### src/rtl/gpio_bank_pkg.sv
// Package: register offsets and the sense decode shared by the bank.
// Assumes byte offsets on a 32-bit register window.
package gpio_bank_pkg;

    localparam int OFS_DATA = 'h00;
    localparam int OFS_DIR  = 'h04;
    localparam int OFS_IEN  = 'h08;
    localparam int OFS_T0   = 'h0C;
    localparam int OFS_T1   = 'h10;
    localparam int OFS_T2   = 'h14;
    localparam int OFS_STAT = 'h18;

    // Decide whether one pin meets its sense condition this cycle.
    function automatic logic sense_hit(input logic t0, input logic t1,
                                       input logic t2, input logic cur,
                                       input logic prev);
        logic r;
        if (t1)
            r = t0 ? cur : ~cur;          // level: high or low
        else if (t2)
            r = cur ^ prev;               // any edge
        else if (t0)
            r = cur & ~prev;              // rising edge
        else
            r = ~cur & prev;              // falling edge
        return r;
    endfunction

endpackage

### src/rtl/gpio_sync2.sv
// Two-flop synchroniser plus a history stage.
// Assumes pin_in is asynchronous. Outputs the synchronised level and the
// level one cycle earlier. All stages reset to zero.
module gpio_sync2 #(
    parameter int WIDTH = 32
) (
    input  logic             clk,
    input  logic             rst_n,
    input  logic [WIDTH-1:0] pin_in,
    output logic [WIDTH-1:0] cur,
    output logic [WIDTH-1:0] prev
);
    logic [WIDTH-1:0] meta_q, sync_q, hist_q;

    // Shift pins through metastability, sync and history stages.
    always_ff @(posedge clk) begin
        if (!rst_n) begin
            meta_q <= '0;
            sync_q <= '0;
            hist_q <= '0;
        end else begin
            meta_q <= pin_in;
            sync_q <= meta_q;
            hist_q <= sync_q;
        end
    end

    assign cur  = sync_q;
    assign prev = hist_q;
endmodule

### src/rtl/gpio_sense_detect.sv
// Per-pin sense detector: applies each pin's type bits to its current and
// previous synchronised level. Purely combinational.
module gpio_sense_detect
    import gpio_bank_pkg::*;
#(
    parameter int WIDTH = 32
) (
    input  logic [WIDTH-1:0] cur,
    input  logic [WIDTH-1:0] prev,
    input  logic [WIDTH-1:0] t0,
    input  logic [WIDTH-1:0] t1,
    input  logic [WIDTH-1:0] t2,
    output logic [WIDTH-1:0] hit
);
    for (genvar i = 0; i < WIDTH; i++) begin : g_pin
        // Evaluate the sense condition for pin i.
        always_comb hit[i] = sense_hit(t0[i], t1[i], t2[i], cur[i], prev[i]);
    end
endmodule

### src/rtl/gpio_status_reg.sv
// Sticky interrupt status with write-1-to-clear and the combined line.
// Assumes clr is a one-cycle mask from the register decode. A set in the
// same cycle as a clear wins.
module gpio_status_reg #(
    parameter int WIDTH = 32
) (
    input  logic             clk,
    input  logic             rst_n,
    input  logic [WIDTH-1:0] hit,
    input  logic [WIDTH-1:0] enable,
    input  logic [WIDTH-1:0] clr,
    output logic [WIDTH-1:0] status,
    output logic             irq
);
    logic [WIDTH-1:0] status_q;
    logic [WIDTH-1:0] set_vec;

    // Only enabled pins may record an event.
    assign set_vec = hit & enable;

    // Update sticky bits: clear on request, then apply new events.
    always_ff @(posedge clk) begin
        if (!rst_n) status_q <= '0;
        else        status_q <= (status_q & ~clr) | set_vec;
    end

    assign status = status_q;
    assign irq    = |(status_q & enable);

    assert_set_needs_enable_R7: assert property (@(posedge clk) disable iff (!rst_n)
        ((status_q & ~$past(status_q)) & ~$past(enable)) == '0);

    assert_event_sets_R5: assert property (@(posedge clk) disable iff (!rst_n)
        (status_q & $past(hit & enable)) == $past(hit & enable));

    assert_w1c_clears_R6: assert property (@(posedge clk) disable iff (!rst_n)
        (status_q & $past(clr & ~(hit & enable))) == '0);

    assert_irq_needs_enable_R8: assert property (@(posedge clk) disable iff (!rst_n)
        irq |-> (enable != '0));
endmodule

### src/rtl/gpio_regfile.sv
// Register file and bus decode: output latch, direction, enable and three
// sense-type registers. Produces the status clear mask and the read mux.
// Assumes a single-cycle bus; writes land at the clock edge, reads are
// combinational.
module gpio_regfile
    import gpio_bank_pkg::*;
#(
    parameter int WIDTH  = 32,
    parameter int ADDR_W = 8
) (
    input  logic              clk,
    input  logic              rst_n,
    input  logic [ADDR_W-1:0] bus_addr,
    input  logic              bus_wr,
    input  logic [WIDTH-1:0]  bus_wdata,
    output logic [WIDTH-1:0]  bus_rdata,
    input  logic [WIDTH-1:0]  pin_sync,
    input  logic [WIDTH-1:0]  status,
    output logic [WIDTH-1:0]  out_q,
    output logic [WIDTH-1:0]  dir_q,
    output logic [WIDTH-1:0]  en_q,
    output logic [WIDTH-1:0]  t0_q,
    output logic [WIDTH-1:0]  t1_q,
    output logic [WIDTH-1:0]  t2_q,
    output logic [WIDTH-1:0]  clr
);
    logic sel_data, sel_dir, sel_ien, sel_t0, sel_t1, sel_t2, sel_stat;

    // Decode the register selected by the address.
    always_comb begin
        sel_data = (bus_addr == ADDR_W'(OFS_DATA));
        sel_dir  = (bus_addr == ADDR_W'(OFS_DIR));
        sel_ien  = (bus_addr == ADDR_W'(OFS_IEN));
        sel_t0   = (bus_addr == ADDR_W'(OFS_T0));
        sel_t1   = (bus_addr == ADDR_W'(OFS_T1));
        sel_t2   = (bus_addr == ADDR_W'(OFS_T2));
        sel_stat = (bus_addr == ADDR_W'(OFS_STAT));
    end

    // Load configuration registers on writes.
    always_ff @(posedge clk) begin
        if (!rst_n) begin
            out_q <= '0;
            dir_q <= '0;
            en_q  <= '0;
            t0_q  <= '0;
            t1_q  <= '0;
            t2_q  <= '0;
        end else if (bus_wr) begin
            if (sel_data) out_q <= bus_wdata;
            if (sel_dir)  dir_q <= bus_wdata;
            if (sel_ien)  en_q  <= bus_wdata;
            if (sel_t0)   t0_q  <= bus_wdata;
            if (sel_t1)   t1_q  <= bus_wdata;
            if (sel_t2)   t2_q  <= bus_wdata;
        end
    end

    // Form the write-1-to-clear mask for the status register.
    assign clr = (bus_wr && sel_stat) ? bus_wdata : '0;

    // Select read data for the addressed register.
    always_comb begin
        bus_rdata = '0;
        if (sel_data) bus_rdata = (out_q & dir_q) | (pin_sync & ~dir_q);
        if (sel_dir)  bus_rdata = dir_q;
        if (sel_ien)  bus_rdata = en_q;
        if (sel_t0)   bus_rdata = t0_q;
        if (sel_t1)   bus_rdata = t1_q;
        if (sel_t2)   bus_rdata = t2_q;
        if (sel_stat) bus_rdata = status;
    end

    assert_dir_load_R2: assert property (@(posedge clk) disable iff (!rst_n)
        ($past(rst_n) && $past(bus_wr && sel_dir)) |-> (dir_q == $past(bus_wdata)));

    assert_latch_hold_R9: assert property (@(posedge clk) disable iff (!rst_n)
        ($past(rst_n) && !$past(bus_wr && sel_data)) |-> $stable(out_q));
endmodule

### src/rtl/gpio_sense_bank.sv
// Top: one GPIO bank with per-pin interrupt sensing. Connects the
// synchroniser, sense detector, status register and register file.
// Assumes one clock domain and a synchronous active-low reset.
module gpio_sense_bank #(
    parameter int WIDTH  = 32,
    parameter int ADDR_W = 8
) (
    input  logic              clk,
    input  logic              rst_n,
    input  logic [ADDR_W-1:0] bus_addr,
    input  logic              bus_wr,
    input  logic [WIDTH-1:0]  bus_wdata,
    output logic [WIDTH-1:0]  bus_rdata,
    input  logic [WIDTH-1:0]  pin_in,
    output logic [WIDTH-1:0]  pin_out,
    output logic [WIDTH-1:0]  pin_oe,
    output logic              irq
);
    logic [WIDTH-1:0] cur, prev, hit, status, clr;
    logic [WIDTH-1:0] en_q, t0_q, t1_q, t2_q;

    gpio_sync2 #(.WIDTH(WIDTH)) u_sync (
        .clk(clk), .rst_n(rst_n), .pin_in(pin_in), .cur(cur), .prev(prev)
    );

    gpio_sense_detect #(.WIDTH(WIDTH)) u_detect (
        .cur(cur), .prev(prev), .t0(t0_q), .t1(t1_q), .t2(t2_q), .hit(hit)
    );

    gpio_status_reg #(.WIDTH(WIDTH)) u_status (
        .clk(clk), .rst_n(rst_n), .hit(hit), .enable(en_q), .clr(clr),
        .status(status), .irq(irq)
    );

    gpio_regfile #(.WIDTH(WIDTH), .ADDR_W(ADDR_W)) u_regs (
        .clk(clk), .rst_n(rst_n), .bus_addr(bus_addr), .bus_wr(bus_wr),
        .bus_wdata(bus_wdata), .bus_rdata(bus_rdata), .pin_sync(cur),
        .status(status), .out_q(pin_out), .dir_q(pin_oe), .en_q(en_q),
        .t0_q(t0_q), .t1_q(t1_q), .t2_q(t2_q), .clr(clr)
    );
endmodule

### config.mk
export PLATFORM = sky130hd
export DESIGN_NAME = gpio_sense_bank
export DESIGN_NICKNAME = d
export VERILOG_FILES = /design/src/rtl/gpio_bank_pkg.sv /design/src/rtl/gpio_sync2.sv /design/src/rtl/gpio_sense_detect.sv /design/src/rtl/gpio_status_reg.sv /design/src/rtl/gpio_regfile.sv /design/src/rtl/gpio_sense_bank.sv
export SDC_FILE = /design/constraint.sdc
export NUM_CORES = 1
export LEC_CHECK = 0
export ABC_CLOCK_PERIOD_IN_PS = 2000
export BUFFER_PORTS_ARGS = -buffer_cell sky130_fd_sc_hd__buf_2
export CAP_MARGIN = 20
export CORE_UTILIZATION = 59
export DETAILED_ROUTE_END_ITERATION = 6
export PLACE_DENSITY = 0.8
export REMOVE_ABC_BUFFERS = 1
export SYNTH_ARGS = -nofsm -noshare
export SYNTH_HDL_FRONTEND = slang
export SYNTH_SLANG_ARGS = --single-unit
### constraint.sdc
create_clock -name clk -period 2 [get_ports clk]
set_input_delay 0.1 -clock clk [delete_from_list [all_inputs] [get_ports clk]]
set_output_delay 0.1 -clock clk [all_outputs]
set_load 0.02 [all_outputs]
* Yosys cells after proc, flatten, opt, wreduce, memory -nomap -nowiden
Index checks and enable logic that the tools add are counted.
** Word-level totals
- Input port bits :: 75
- Flip-flop bits (word level) :: 320
- Logic and storage cells :: 330
- Output and inout port bits :: 97
** Operators by class
- Multiplexer cells :: 136
- Eq/ne operators :: 6
- Bitwise operators :: 169
- Reduce and logical (&&, ||, !) cells :: 9
** Operator list (number)
- $mux 32 :: 8
- $and 32x32->32 :: 5
- $mux 1 :: 128
- $and 1x1->1 :: 64
- $not 1->1 :: 64
- $not 32->32 :: 2
- $or 32x32->32 :: 2
- $reduce_or 32->1 :: 1
- $xor 1x1->1 :: 32
- $eq 8x5->1 const B :: 3
- $eq 8x4->1 const B :: 2
- $reduce_and 2->1 :: 6
- $eq 8x3->1 const B :: 1
- $logic_not 8->1 :: 1
- $logic_and 1x1->1 :: 1

* Longest topological paths before layout
- Depth in word-level cells :: 10
- Mapped depth :: 8
- Mapped depth without buffers :: 6

* By module
Synthesis repeated with hierarchy kept, for this count alone.
** Second synthesis, totals
- Cell total of the unflattened synthesis :: 2054
- Area, all modules :: 16590.9 µm²
** By module, submodules not included
- gpio_regfile :: instances 1, area each 10375.0 µm², sequential area each 3843.7 µm², cells an instance 1380
- gpio_sync2 :: instances 1, area each 2603.7 µm², sequential area each 1921.8 µm², cells an instance 202
- gpio_sense_detect :: instances 1, area each 2242.2 µm², sequential area each 0.0 µm², cells an instance 320
- gpio_status_reg :: instances 1, area each 1370.1 µm², sequential area each 640.6 µm², cells an instance 152

* Least setup slack after synthesis
Ideal clock, no wire load.
- Path kind :: in2out
- Start :: input port bus_addr[5]
- End :: output port bus_rdata[10]
- Slack :: 0.190 ns
- Data arrival time :: 1.710 ns
- Required time :: 1.900 ns
- Stages :: 6
- Path buffers :: 2
- Path through :: or4b_1 > buf_4 > nor4b_4 > buf_2 > o21ai_0 > a22oi_1
** On the way
- Cells in the longest elaborated chain, start to end :: 8
- Elaborated cells on any way between the ends :: 14
- Classes of those cells :: eq/ne (6); mux (7); reduce/logical (1)
** Ends and longest elaborated chain
- from (decl) :: line gpio_sense_bank.sv:10 : input logic [ADDR_W-1:0] bus_addr,
- $logic_not 8->1 :: line gpio_regfile.sv:31 : sel_data = (bus_addr == ADDR_W'(OFS_DATA));
- $mux 32 :: line gpio_regfile.sv:65 : if (sel_data) bus_rdata = (out_q & dir_q) | (pin_sync & ~dir_q);
- $mux 32 :: line gpio_regfile.sv:66 : if (sel_dir) bus_rdata = dir_q;
- $mux 32 :: line gpio_regfile.sv:67 : if (sel_ien) bus_rdata = en_q;
- $mux 32 :: line gpio_regfile.sv:68 : if (sel_t0) bus_rdata = t0_q;
- $mux 32 :: line gpio_regfile.sv:69 : if (sel_t1) bus_rdata = t1_q;
- $mux 32 :: line gpio_regfile.sv:70 : if (sel_t2) bus_rdata = t2_q;
- $mux 32 (*) :: line gpio_regfile.sv:71 : if (sel_stat) bus_rdata = status;
- to (decl) :: line gpio_sense_bank.sv:13 : output logic [WIDTH-1:0] bus_rdata,
Mark *: on every way between the ends. The rest lies on a longest branch, timed or not.

* Worst setup path in the final report
- Start :: register u_regs.en_q[28]
- End :: output port irq
** On the way
- Cells in the longest elaborated chain, start to end :: 2
** Ends and longest elaborated chain
- from (decl) :: line gpio_regfile.sv:21 : output logic [WIDTH-1:0] en_q,
- from (signal assigned) :: line gpio_regfile.sv:52 : if (sel_ien) en_q <= bus_wdata;
- $and 32x32->32 :: line gpio_status_reg.sv:28 : assign irq = |(status_q & enable);
- $reduce_or 32->1 :: line gpio_status_reg.sv:28
- to (decl) :: line gpio_sense_bank.sv:17 : output logic irq
No other way between the ends.

==> out/qor.txt <==
Largest net degree at the start of global routing: 87
Pwr Density: 731 mW/mm^2
Buf/Inv on CP: 1
Synth cell types: 36
Highest-count cells in the layout ignoring fill and taps: nand2_1 (512), dfxtp_1 (312), a21boi_1 (180), buf_2 (154), and2_1 (96)
Number of global-route vias before repair: 13794
Syn avg cell area: 8.42 um^2
Combinational power share: 6.7%
Crit. Startpoint: u_regs.en_q[28]$_SDFFE_PN0P_
Most common cell after layout, fill and taps aside: nand2_1
Inserted Diodes: 0
Sw Ratio: 23.0%
Hold Startpoint: rst_n
Synth Register Bits: 320
HPWL after DPL: 28200 um
# setup viols final: 9
Max-Slew Margin vs Limit: 59.6%
Post-synthesis sequential area ratio: 41.5%
Flop2flop setup slack: 0.39 ns
Setup WS post-layout: -0.0936 ns
Synth warnings: 0
Top FF cell, synth: dfxtp_1
CP top delay family: simple AND/OR/NAND/NOR gates
Vert. Die Dim: 164 um
DRC viols: 0
Initial Utilization: 60.7%
Setup CP Type: register to primary output
Slowest-stage cell, CP: or4_4
Worst reg2reg startpoint: u_sync.cur[30]$_SDFF_PN0_
EDFF count, synth: 0
Clock power frac: 46.3%
Post-placement setup slack: -0.0716 ns
Total gr overflow: 0
FMAX: 0.478 GHz
Gpl congestion: 0.894
Reg2reg path depth: 6
Post-Synthesis Cell Area: 0.0154 mm^2
Core area: 0.0254 mm^2
CP startpoint kind: register
Syn-to-layout area delta: 22.7%
Vias/cell: 5.93
Share of cells above drive strength 1: 19.0%
Int Power: 10700 uW
Skew-Pair Late Insertion Delay: 0.52 ns
IO buf count: 171
Hold path depth: 2
WL/cell: 19.4 um
Longest Clk Path Bufs: 3
First-pass GRT wire length: 71400 um
Max incr delay on CP: 0.53 ns
Critical Path AT: 1.99 ns
Hold path endpoint: u_regs.en_q[8]$_SDFFE_PN0P_
Final Max Tran Viols: 0
Share of power burned in registers: 47.0%
Gr usage total: 33.8%
Worst-path fanout max: 4
Tmin final: 2.09 ns
Worst hold slack: 0.229 ns
Final Hold Fails: 0
Clock sinks: 320
Htree depth: 2
Period utilization: 105%
Hold Crit Class: primary input to register
Die width: 164 um
Initial drt markers: 1180
Failing checks: setup timing
Gate Count Post-Synth: 1833
Worst EP required: 1.90 ns
DRT Pass-1 Iters: 5
Total die area: 0.0268 mm^2
Nets@finish: 2188
Placed Cells incl. Taps: 2268
Reg2Reg Capture Point: u_status.status[30]$_SDFF_PN0_
TritonCTS clock tree: done
Worst VDD drop: 638 uV
Routed Antenna Nets: 0
Worst path cell trace: a22oi_1, nand4_1, or4_4, buf_6
Vias: 14258
Maxcap violations: 0
Num CTS Buffers: 35
Unrepaired setup endpoints after global routing: true
Drt total wl: 46600 um
Rows: 58
Psw: 3190 uW
Clk root buf: clkbuf_16
P_leak: 0.00734 uW
Clk pin slew, worst setup/hold paths: 0.06 ns
Status: complete, but fails checks
Critical path endpoint category: primary output
Asr flop ratio synth: 0%
Ports: 172
Fin Clk Skew: 0.0157 ns
Initial antenna violation count: 1
Final cell count without fillers: 2404
Worst Tran Pin Value: 0.606 ns
[worst max-delay path by stage]
stage,end,cells after the start
final,irq,4
after global routing,irq,4
after floorplan,bus_rdata[30],4
after CTS,irq,4
after detailed placement,bus_rdata[15],7
after global placement,bus_rdata[9],7
[power groups by stage]
stage | Sequential, uW | Clock [uW] | Combinational [uW]
final | 6510 | 6410 | 929
after global routing | 6520 | 6700 | 995
after CTS | 6510 | 6440 | 889
after detailed placement | 6650 | 0 | 781
after global placement | 6650 | 0 | 764
after floorplan | 6640 | 0 | 322
[registers in the layout, indices dropped and copies added, names as in the netlist]
name	cells
u_regs.out_q	32
u_regs.en_q	32
u_status.status	32
u_regs.t1_q	32
u_regs.t2_q	32
u_regs.t0_q	32
u_regs.dir_q	32
u_sync.meta_q	32
u_sync.prev	32
u_sync.cur	32
[layer usage]
layer	vias to the layer above	share of wire (%)	wire, um	track usage (%)
met4	4	3.7	1710	12.4
met5	-	0.090	42	0
met3	137	8.6	4000	4.57
li1	6663	-	-	-
met2	675	47	22100	58.1
met1	6779	40	18800	43.2
[cell type report]
cell class / instances / area, um^2
Multi-Input combinational cell: 1323 / 8290
Fill cell: 1786 / 6470
Sequential cell: 320 / 6420
Timing Repair Buffer: 305 / 2430
Clock buffer: 55 / 1060
Tap cell: 330 / 413
Inverter: 64 / 240
Clock inverter: 7 / 77.6
[cells by family after synthesis]
logic type | count (synthesis) | synth area share (%)
xor+xnor | 32 | 1.82
simple gates | 636 | 17.9
compound gates | 527 | 23.1
fa+ha+maj | 64 | 5.19
mux | 64 | 4.49
buf+inv | 190 | 5.99
flops | 320 | 41.5
[per-stage QoR]
| step | TNS [ns] | power, uW | util, % | cell area (um^2) |
|---|---|---|---|---|
| after floorplan | -42.17 | 6960 | - | 14700 |
| after global placement | -0.0753 | 7410 | 66.0 | 16800 |
| after detailed placement | -0.137 | 7430 | 66.0 | 16800 |
| after CTS | -0.148 | 13800 | 73.7 | 18700 |
| after global routing | -0.542 | 14200 | 74.5 | 18900 |
| final | -0.220 | 13800 | 74.5 | 18900 |
[cells in the mapped netlist (all sizes together), types with 4 or more instances]
cell	instances	area share (%)
inv	64	1.6
buf	65	3.0
and2	96	3.9
a31o	32	1.8
a21boi	192	9.3
a22oi	48	2.3
mux2	32	2.3
o211ai	31	1.5
or3	6	0.24
nor3	9	0.62
o21ai	95	3.1
a21oi	64	2.1
xnor2	32	1.8
nand4	4	0.16
mux2i	31	2.0
nand2	512	12
o31ai	31	1.5
o22ai	32	1.3
ha	64	5.2
clkbuf	61	1.5
dfxtp	320	42
[timing repair]
item | 4_1_cts | 5_1_grt
hold buffers | 64 | 0
setup endpoints to repair | 7 | 31
pin swaps | 11 | 12
buffers inserted | 3 | 2
resized for setup | 32 | 33
endpoints found under the hold margin | 256 | 0
gates cloned | 1 | 4
Power figures use the tool's default switching activity.
